--- config.mk ---
export PLATFORM = sky130hd
export DESIGN_NAME = minsel_stream
export DESIGN_NICKNAME = d
export VERILOG_FILES = /design/src/rtl/minsel_pkg.sv /design/src/rtl/minsel_slot_ctr.sv /design/src/rtl/minsel_pick.sv /design/src/rtl/minsel_result.sv /design/src/rtl/minsel_stream.sv
export SDC_FILE = /design/constraint.sdc
export NUM_CORES = 1
export LEC_CHECK = 0
export ABC_AREA = 1
export BUFFER_PORTS_ARGS = -buffer_cell sky130_fd_sc_hd__buf_2
export CAP_MARGIN = 10
export CORE_UTILIZATION = 40
export DETAILED_ROUTE_END_ITERATION = 8
export GPL_TIMING_DRIVEN = 0
export REMOVE_ABC_BUFFERS = 1
export SLEW_MARGIN = 25
export SYNTH_ARGS = -nofsm -noshare
export SYNTH_HDL_FRONTEND = slang
export SYNTH_HIERARCHICAL = 1
export SYNTH_SLANG_ARGS = --single-unit
--- constraint.sdc ---
create_clock -name clk -period 5 [get_ports clk]
set_input_delay 1.25 -clock clk [delete_from_list [all_inputs] [get_ports clk]]
set_output_delay 1.25 -clock clk [all_outputs]
set_load 0.05 [all_outputs]
--- src/rtl/minsel_pkg.sv ---
package minsel_pkg;

  localparam int MINSEL_COST_W = 8;
  localparam int MINSEL_POS_W  = 4;
  localparam int MINSEL_GROUP  = 4;

  typedef logic [MINSEL_COST_W-1:0] cost_t;
  typedef logic [MINSEL_POS_W-1:0]  pos_t;

  typedef struct packed {
    cost_t cost;
    pos_t  pos;
  } cand_t;

  localparam cost_t COST_SEED = '1;

  function automatic cand_t seed_cand();
    cand_t c;
    c.cost = COST_SEED;
    c.pos  = '0;
    return c;
  endfunction

endpackage

--- src/rtl/minsel_slot_ctr.sv ---
module minsel_slot_ctr
  import minsel_pkg::*;
#(
  parameter int GROUP_N = MINSEL_GROUP
) (
  input  logic clk,
  input  logic rst,
  input  logic clear,
  input  logic step,
  output pos_t pos,
  output logic is_first,
  output logic is_last
);

  localparam pos_t LAST_POS = pos_t'(GROUP_N - 1);

  pos_t pos_q;

  always_ff @(posedge clk or posedge rst) begin
    if (rst) begin
      pos_q <= '0;
    end else if (clear) begin
      pos_q <= '0;
    end else if (step) begin
      if (pos_q == LAST_POS) pos_q <= '0;
      else                   pos_q <= pos_q + pos_t'(1);
    end
  end

  assign pos      = pos_q;
  assign is_first = (pos_q == '0);
  assign is_last  = (pos_q == LAST_POS);

  // a clear always returns the position to zero
  a_r6_clear_restarts: assert property (@(posedge clk) disable iff (rst)
    clear |=> (pos == '0));

  // cycles without an accepted candidate leave the position alone
  a_r5_idle_holds_pos: assert property (@(posedge clk) disable iff (rst)
    (!clear && !step) |=> $stable(pos));

endmodule

--- src/rtl/minsel_pick.sv ---
module minsel_pick
  import minsel_pkg::*;
(
  input  cand_t cur,
  input  cost_t new_cost,
  input  pos_t  new_pos,
  input  logic  first,
  output cand_t nxt,
  output logic  take
);

  logic smaller;

  always_comb begin
    smaller = (new_cost < cur.cost);
    take    = first || smaller;
    if (take) begin
      nxt.cost = new_cost;
      nxt.pos  = new_pos;
    end else begin
      nxt = cur;
    end
  end

endmodule

--- src/rtl/minsel_result.sv ---
module minsel_result
  import minsel_pkg::*;
(
  input  logic  clk,
  input  logic  rst,
  input  logic  capture,
  input  cand_t cand_in,
  output logic  done,
  output cand_t win
);

  always_ff @(posedge clk or posedge rst) begin
    if (rst) begin
      done <= 1'b0;
      win  <= seed_cand();
    end else begin
      done <= capture;
      if (capture) win <= cand_in;
    end
  end

  // the completion pulse lasts one cycle
  a_r4_single_pulse: assert property (@(posedge clk) disable iff (rst)
    done |=> !done);

  // completion follows a capture request by one cycle
  a_r4_done_after_last: assert property (@(posedge clk) disable iff (rst)
    done |-> $past(capture));

  // the result holds outside completion cycles
  a_r7_result_holds: assert property (@(posedge clk) disable iff (rst)
    !done |-> $stable(win));

endmodule

--- src/rtl/minsel_stream.sv ---
module minsel_stream
  import minsel_pkg::*;
#(
  parameter int GROUP_N = MINSEL_GROUP
) (
  input  logic                     clk,
  input  logic                     rst,
  input  logic                     init,
  input  logic                     in_valid,
  output logic                     in_ready,
  input  logic [MINSEL_COST_W-1:0] in_cost,
  output logic                     done,
  output logic [MINSEL_COST_W-1:0] win_cost,
  output logic [MINSEL_POS_W-1:0]  win_index
);

  logic  accept;
  pos_t  pos;
  logic  is_first;
  logic  is_last;
  cand_t run_q;
  cand_t run_nxt;
  logic  take;
  cand_t win;

  assign in_ready = !init;
  assign accept   = in_valid && in_ready;

  minsel_slot_ctr #(.GROUP_N(GROUP_N)) u_ctr (
    .clk      (clk),
    .rst      (rst),
    .clear    (init),
    .step     (accept),
    .pos      (pos),
    .is_first (is_first),
    .is_last  (is_last)
  );

  minsel_pick u_pick (
    .cur      (run_q),
    .new_cost (in_cost),
    .new_pos  (pos),
    .first    (is_first),
    .nxt      (run_nxt),
    .take     (take)
  );

  always_ff @(posedge clk or posedge rst) begin
    if (rst) begin
      run_q <= seed_cand();
    end else if (init) begin
      run_q <= seed_cand();
    end else if (accept) begin
      run_q <= run_nxt;
    end
  end

  minsel_result u_res (
    .clk     (clk),
    .rst     (rst),
    .capture (accept && is_last),
    .cand_in (run_nxt),
    .done    (done),
    .win     (win)
  );

  assign win_cost  = win.cost;
  assign win_index = win.pos;

  // a later candidate that is not strictly smaller leaves the minimum unchanged
  a_r3_keep_on_tie: assert property (@(posedge clk) disable iff (rst)
    (accept && !is_first && (in_cost >= run_q.cost)) |=> $stable(run_q));

  // init reseeds the running minimum to all ones
  a_r6_init_reseeds: assert property (@(posedge clk) disable iff (rst)
    init |=> (run_q.cost == COST_SEED));

  // the reported position stays inside the group
  a_r9_index_in_range: assert property (@(posedge clk) disable iff (rst)
    done |-> (int'(win_index) < GROUP_N));

endmodule

-- Word-level counts from Yosys, hierarchy flattened
Index checks and enable logic that the tools add are counted.
- bits in registers: 29
- input bits: 12
- output and inout bits: 14
- logic and storage cells: 21
- add/sub/neg operators: 1
- order comparisons: 1
- equal/unequal tests: 1
- mux-type cells: 6
- reduce and logical (&&, ||, !) cells: 6
- operators with widths (operator ; count):
    $mux 12 ; 3
    $mux 4 ; 3
    $lt 8x8->1 ; 1
    $add 4x1->4 const B ; 1
    $eq 4x2->1 const B ; 1
    $logic_not 4->1 ; 1
    $logic_and 1x1->1 ; 2
    $reduce_bool 2->1 ; 1
    $logic_not 1->1 ; 1
    $logic_or 1x1->1 ; 1

-- Logic depth before layout (Yosys ltp)
- depth after elaboration: 5
- gate-level depth with buffers: 14
- depth with buffers taken out: 13

-- Hierarchy
The synthesis kept the hierarchy.
- modules (own cells, without submodules) (module ; times used ; cells each ; area each (sq um) ; sequential area each (sq um)):
    minsel_stream ; 1 ; 57 ; 515.5 ; 310.3
    minsel_result ; 1 ; 53 ; 496.7 ; 335.3
    minsel_pick ; 1 ; 73 ; 407.9 ; 0.0
    minsel_slot_ctr ; 1 ; 30 ; 244.0 ; 100.1

-- Worst setup path after synthesis
OpenSTA, ideal clock, no wires.
- kind: input to output
- from: input port init
- to: output port in_ready
- arrival: 1613 ps
- data required time: 3750 ps
- setup slack: 2137 ps
- stages: 2
- path buffers: 1
- cells stage by stage: buf_4 > inv_2
- word-level cells in the longest chain between the ends: 1
- ends and longest elaborated chain (what ; line ; source):
    from (decl) ; minsel_stream.sv:8 ; input logic init,
    $logic_not 1->1 ; minsel_stream.sv:26 ; assign in_ready = !init;
    to (decl) ; minsel_stream.sv:10 ; output logic in_ready,
No other way between the ends.

-- Worst setup path after layout
Ends and elaborated chain as after synthesis.

==> metrics.md <==
| Metric | Value |
|---|---|
| Final min period | `3.081 ns` |
| Leakage | `0.001076 uW` |
| Maximum vdd ir drop | `0.1074 mV` |
| Vias in the first global route | `1297` |
| Diodes inserted | `0` |
| Most numerous cell in the Yosys netlist | `nand2_1` |
| Final slew viol count | `0` |
| Outcome | `finished, final reports clean` |
| TritonRoute pass-1 iters | `4` |
| Most frequent CP cell | `buf_2` |
| Post-cts sizing count | `0` |
| Post-synth EDFFs | `0` |
| Fin crit share | `61.61%` |
| Drt wl/cell | `12.11 um` |
| CP Max Fanout | `13` |
| Wirelength, routed | `3.487 mm` |
| Top-area cell type share of the netlist area | `25.26%` |
| Htree depth | `2` |
| First-pass GRT wire length | `5.809 mm` |
| CP bufs+invs | `3` |
| Slowest cell on crit path | `buf_2` |
| FMAX | `324.6 MHz` |
| Root buf cell | `clkbuf_8` |
| Routed vias/inst | `4.774` |
| Slew margin rel. | `67.06%` |
| DPL Wire Length | `2.497 mm` |
| Startpoint Class | `primary input` |
| Fill count | `407` |
| CP endpoint kind | `output pin` |
| Main synth FF type | `dfstp_2` |
| Tot Pwr | `569.7 uW` |
| TNS Setup | `0 ns` |
| Ys Warns | `6` |
| Clk slew on worst S/H paths | `0.06 ns` |
| Hold_buf cts | `0` |
| Worst path cell trace | `buf_2 > inv_2 > buf_2` |
| WP data required | `3.75 ns` |
| # port buffers | `25` |
| Number of CTS-inserted buffers | `5` |
| Hold/Removal Path Class | `flop to flop` |
| Post-synth top cells | `nand2_1 (88), inv_1 (20), nand3_1 (18), dfstp_2 (16), dfrtp_1 (13)` |
| Initial antenna violation count | `0` |
| Synthesized area | `1664 sq um` |
| TritonCTS clock tree | `yes` |
| GP Congestion | `0.7751` |
| Max Cap Violations | `0` |
| CP top delay family | `buffers and inverters` |
| Avg Synthesized Cell Area | `7.813 sq um` |
| Clock Tree Buf Depth | `2` |
| #FFs+latches synth | `29` |
| Critical path's largest stage delay | `0.27 ns` |
| Worst-Margin Slew | `0.4935 ns` |
| DR iter-0 viols | `48` |
| Crit path arrival time | `1.83 ns` |
| Synth unique cells | `23` |
| Unrepaired setup endpoints after global routing | `no` |
| Layout Nets | `258` |
| Top cells by area, synth | `dfstp_2 (25%), nand2_1 (20%), dfrtp_1 (20%), ha_1 (6.8%), nand3_1 (5.4%)` |
| Synth Instances | `213` |
| Hold_ws | `0.4585 ns` |
| Gr usage total | `17.86%` |
| Via Count | `1375` |
| Post-synthesis sequential area ratio | `44.81%` |
| Final hold vios | `0` |
| Post-CTS Setup Bufs | `0` |
| CTS sink count | `29` |
| Setup Crit Path Kind | `primary input to output pin` |
| DIE WIDTH | `66.50 um` |
| Sequential cell area | `745.7 sq um` |
| Num rows | `23` |
| Largest net degree at the start of global routing | `16` |
| Routed Antenna Nets | `0` |
| Drt drc | `0` |
| Async set or reset register ratio after synthesis | `100.0%` |
| Crit path launch | `init` |
| Worst skew pair latency | `0.28 ns` |
| Share of cells above drive strength 1 | `26.47%` |
| Core ar. | `4000 sq um` |
| Die H | `66.50 um` |
| Final Core Density | `46.83%` |
| Reg-to-Reg Start | `run_q[11]$_DFFE_PP1P_` |
| PwrDens | `304.1 nW/um^2` |
| Endpoints failing setup | `0` |
| Initial core utilization | `41.60%` |
| Total I/O pin count | `26` |
| Placed insts | `280` |
| Clock Skews | `0.006350 ns` |
| Hold Startpoint | `u_res/win[4]$_DFFE_PP1P_` |
| Area of the multi-input gates | `767.0 sq um` |
| Layout area overhead | `12.56%` |
| Overflow after GRT | `0` |
| Cell taking the most area after synthesis | `dfstp_2` |
| Finished Layout Cells | `288` |
| Die ar. | `4422 sq um` |
layer usage:
metal | vias up | share of wire [%] | GRT usage, % | wire length (um)
li1 | 712 | - | - | -
met1 | 634 | 49 | 23.11 | 1701
met2 | 27 | 46 | 28.19 | 1599
met3 | 2 | 4.5 | 5.651 | 157
met4 | 0 | 0.83 | 5.585 | 29
met5 | - | 0 | 0 | 0
layout by cell type (no fill, tap or decap):
master,count
nand2_2,9
nand4_1,3
dfstp_2,16
clkbuf_1,2
nand2_4,2
a21oi_1,12
inv_1,20
clkbuf_8,6
nand2_1,88
and3_2,1
nor2_2,1
o21a_1,1
o211ai_1,1
ha_1,9
buf_2,25
o21ai_0,2
or2_1,1
inv_2,2
or2_4,1
nor3b_1,1
dfrtp_1,13
nand3_1,18
nor2_1,4
flip-flops by register name (all words and copies together), names as in the netlist:
register,count
run_q,12
u_ctr/pos,4
u_res/done,1
u_res/win,12
power breakdown:
group | internal, uW | switching, uW | leakage, uW | total, uW
clock | 112 | 86.4 | 0.0000455 | 198
sequential | 256 | 8.58 | 0.000347 | 264
combinational | 29.7 | 77.2 | 0.000683 | 107
tightest hold or removal path, delay by kind of cell, from the launching register on:
kind          cells  cell delay (ns)
flops             1             0.36
simple gates      2             0.09
cell type report:
type / instances / area share [%]
well taps: 50 / 3.340
multi-input cells: 154 / 40.95
repair buffers: 25 / 6.680
clock buffers: 8 / 4.810
inverters: 22 / 4.409
flip-flops and latches: 29 / 39.81
kinds of logic after synthesis:
kind of cell    after synthesis  synth area share (%)
compound gates               16                 5.113
fa+ha+maj                     9                 6.767
buf+inv                      30                 9.097
flops                        29                 44.81
simple gates                129                 34.21
path summary, 6_finish.rpt:
path,endpoint,depth (start not counted),slack (ns)
min,u_res/win[4]$_DFFE_PP1P_,2,0.46
max reg2reg,run_q[11]$_DFFE_PP1P_,10,3.01
max in group asynchronous,run_q[10]$_DFFE_PP1P_,2,3.66
min in group asynchronous,u_ctr/pos[0]$_DFFE_PP0P_,2,0.87
min reg2reg,u_res/win[4]$_DFFE_PP1P_,2,0.46
max,in_ready,3,1.92
per-stage QoR:
stage / area, sq um / worst slack [ns]
detailed placement: 1783 / 1.912
CTS: 1873 / 1.911
global route: 1873 / 1.888
global placement: 1783 / 1.908
finish: 1873 / 1.919
floorplan: 1595 / 2.297
No activity file was read; power rests on OpenSTA's default activity.
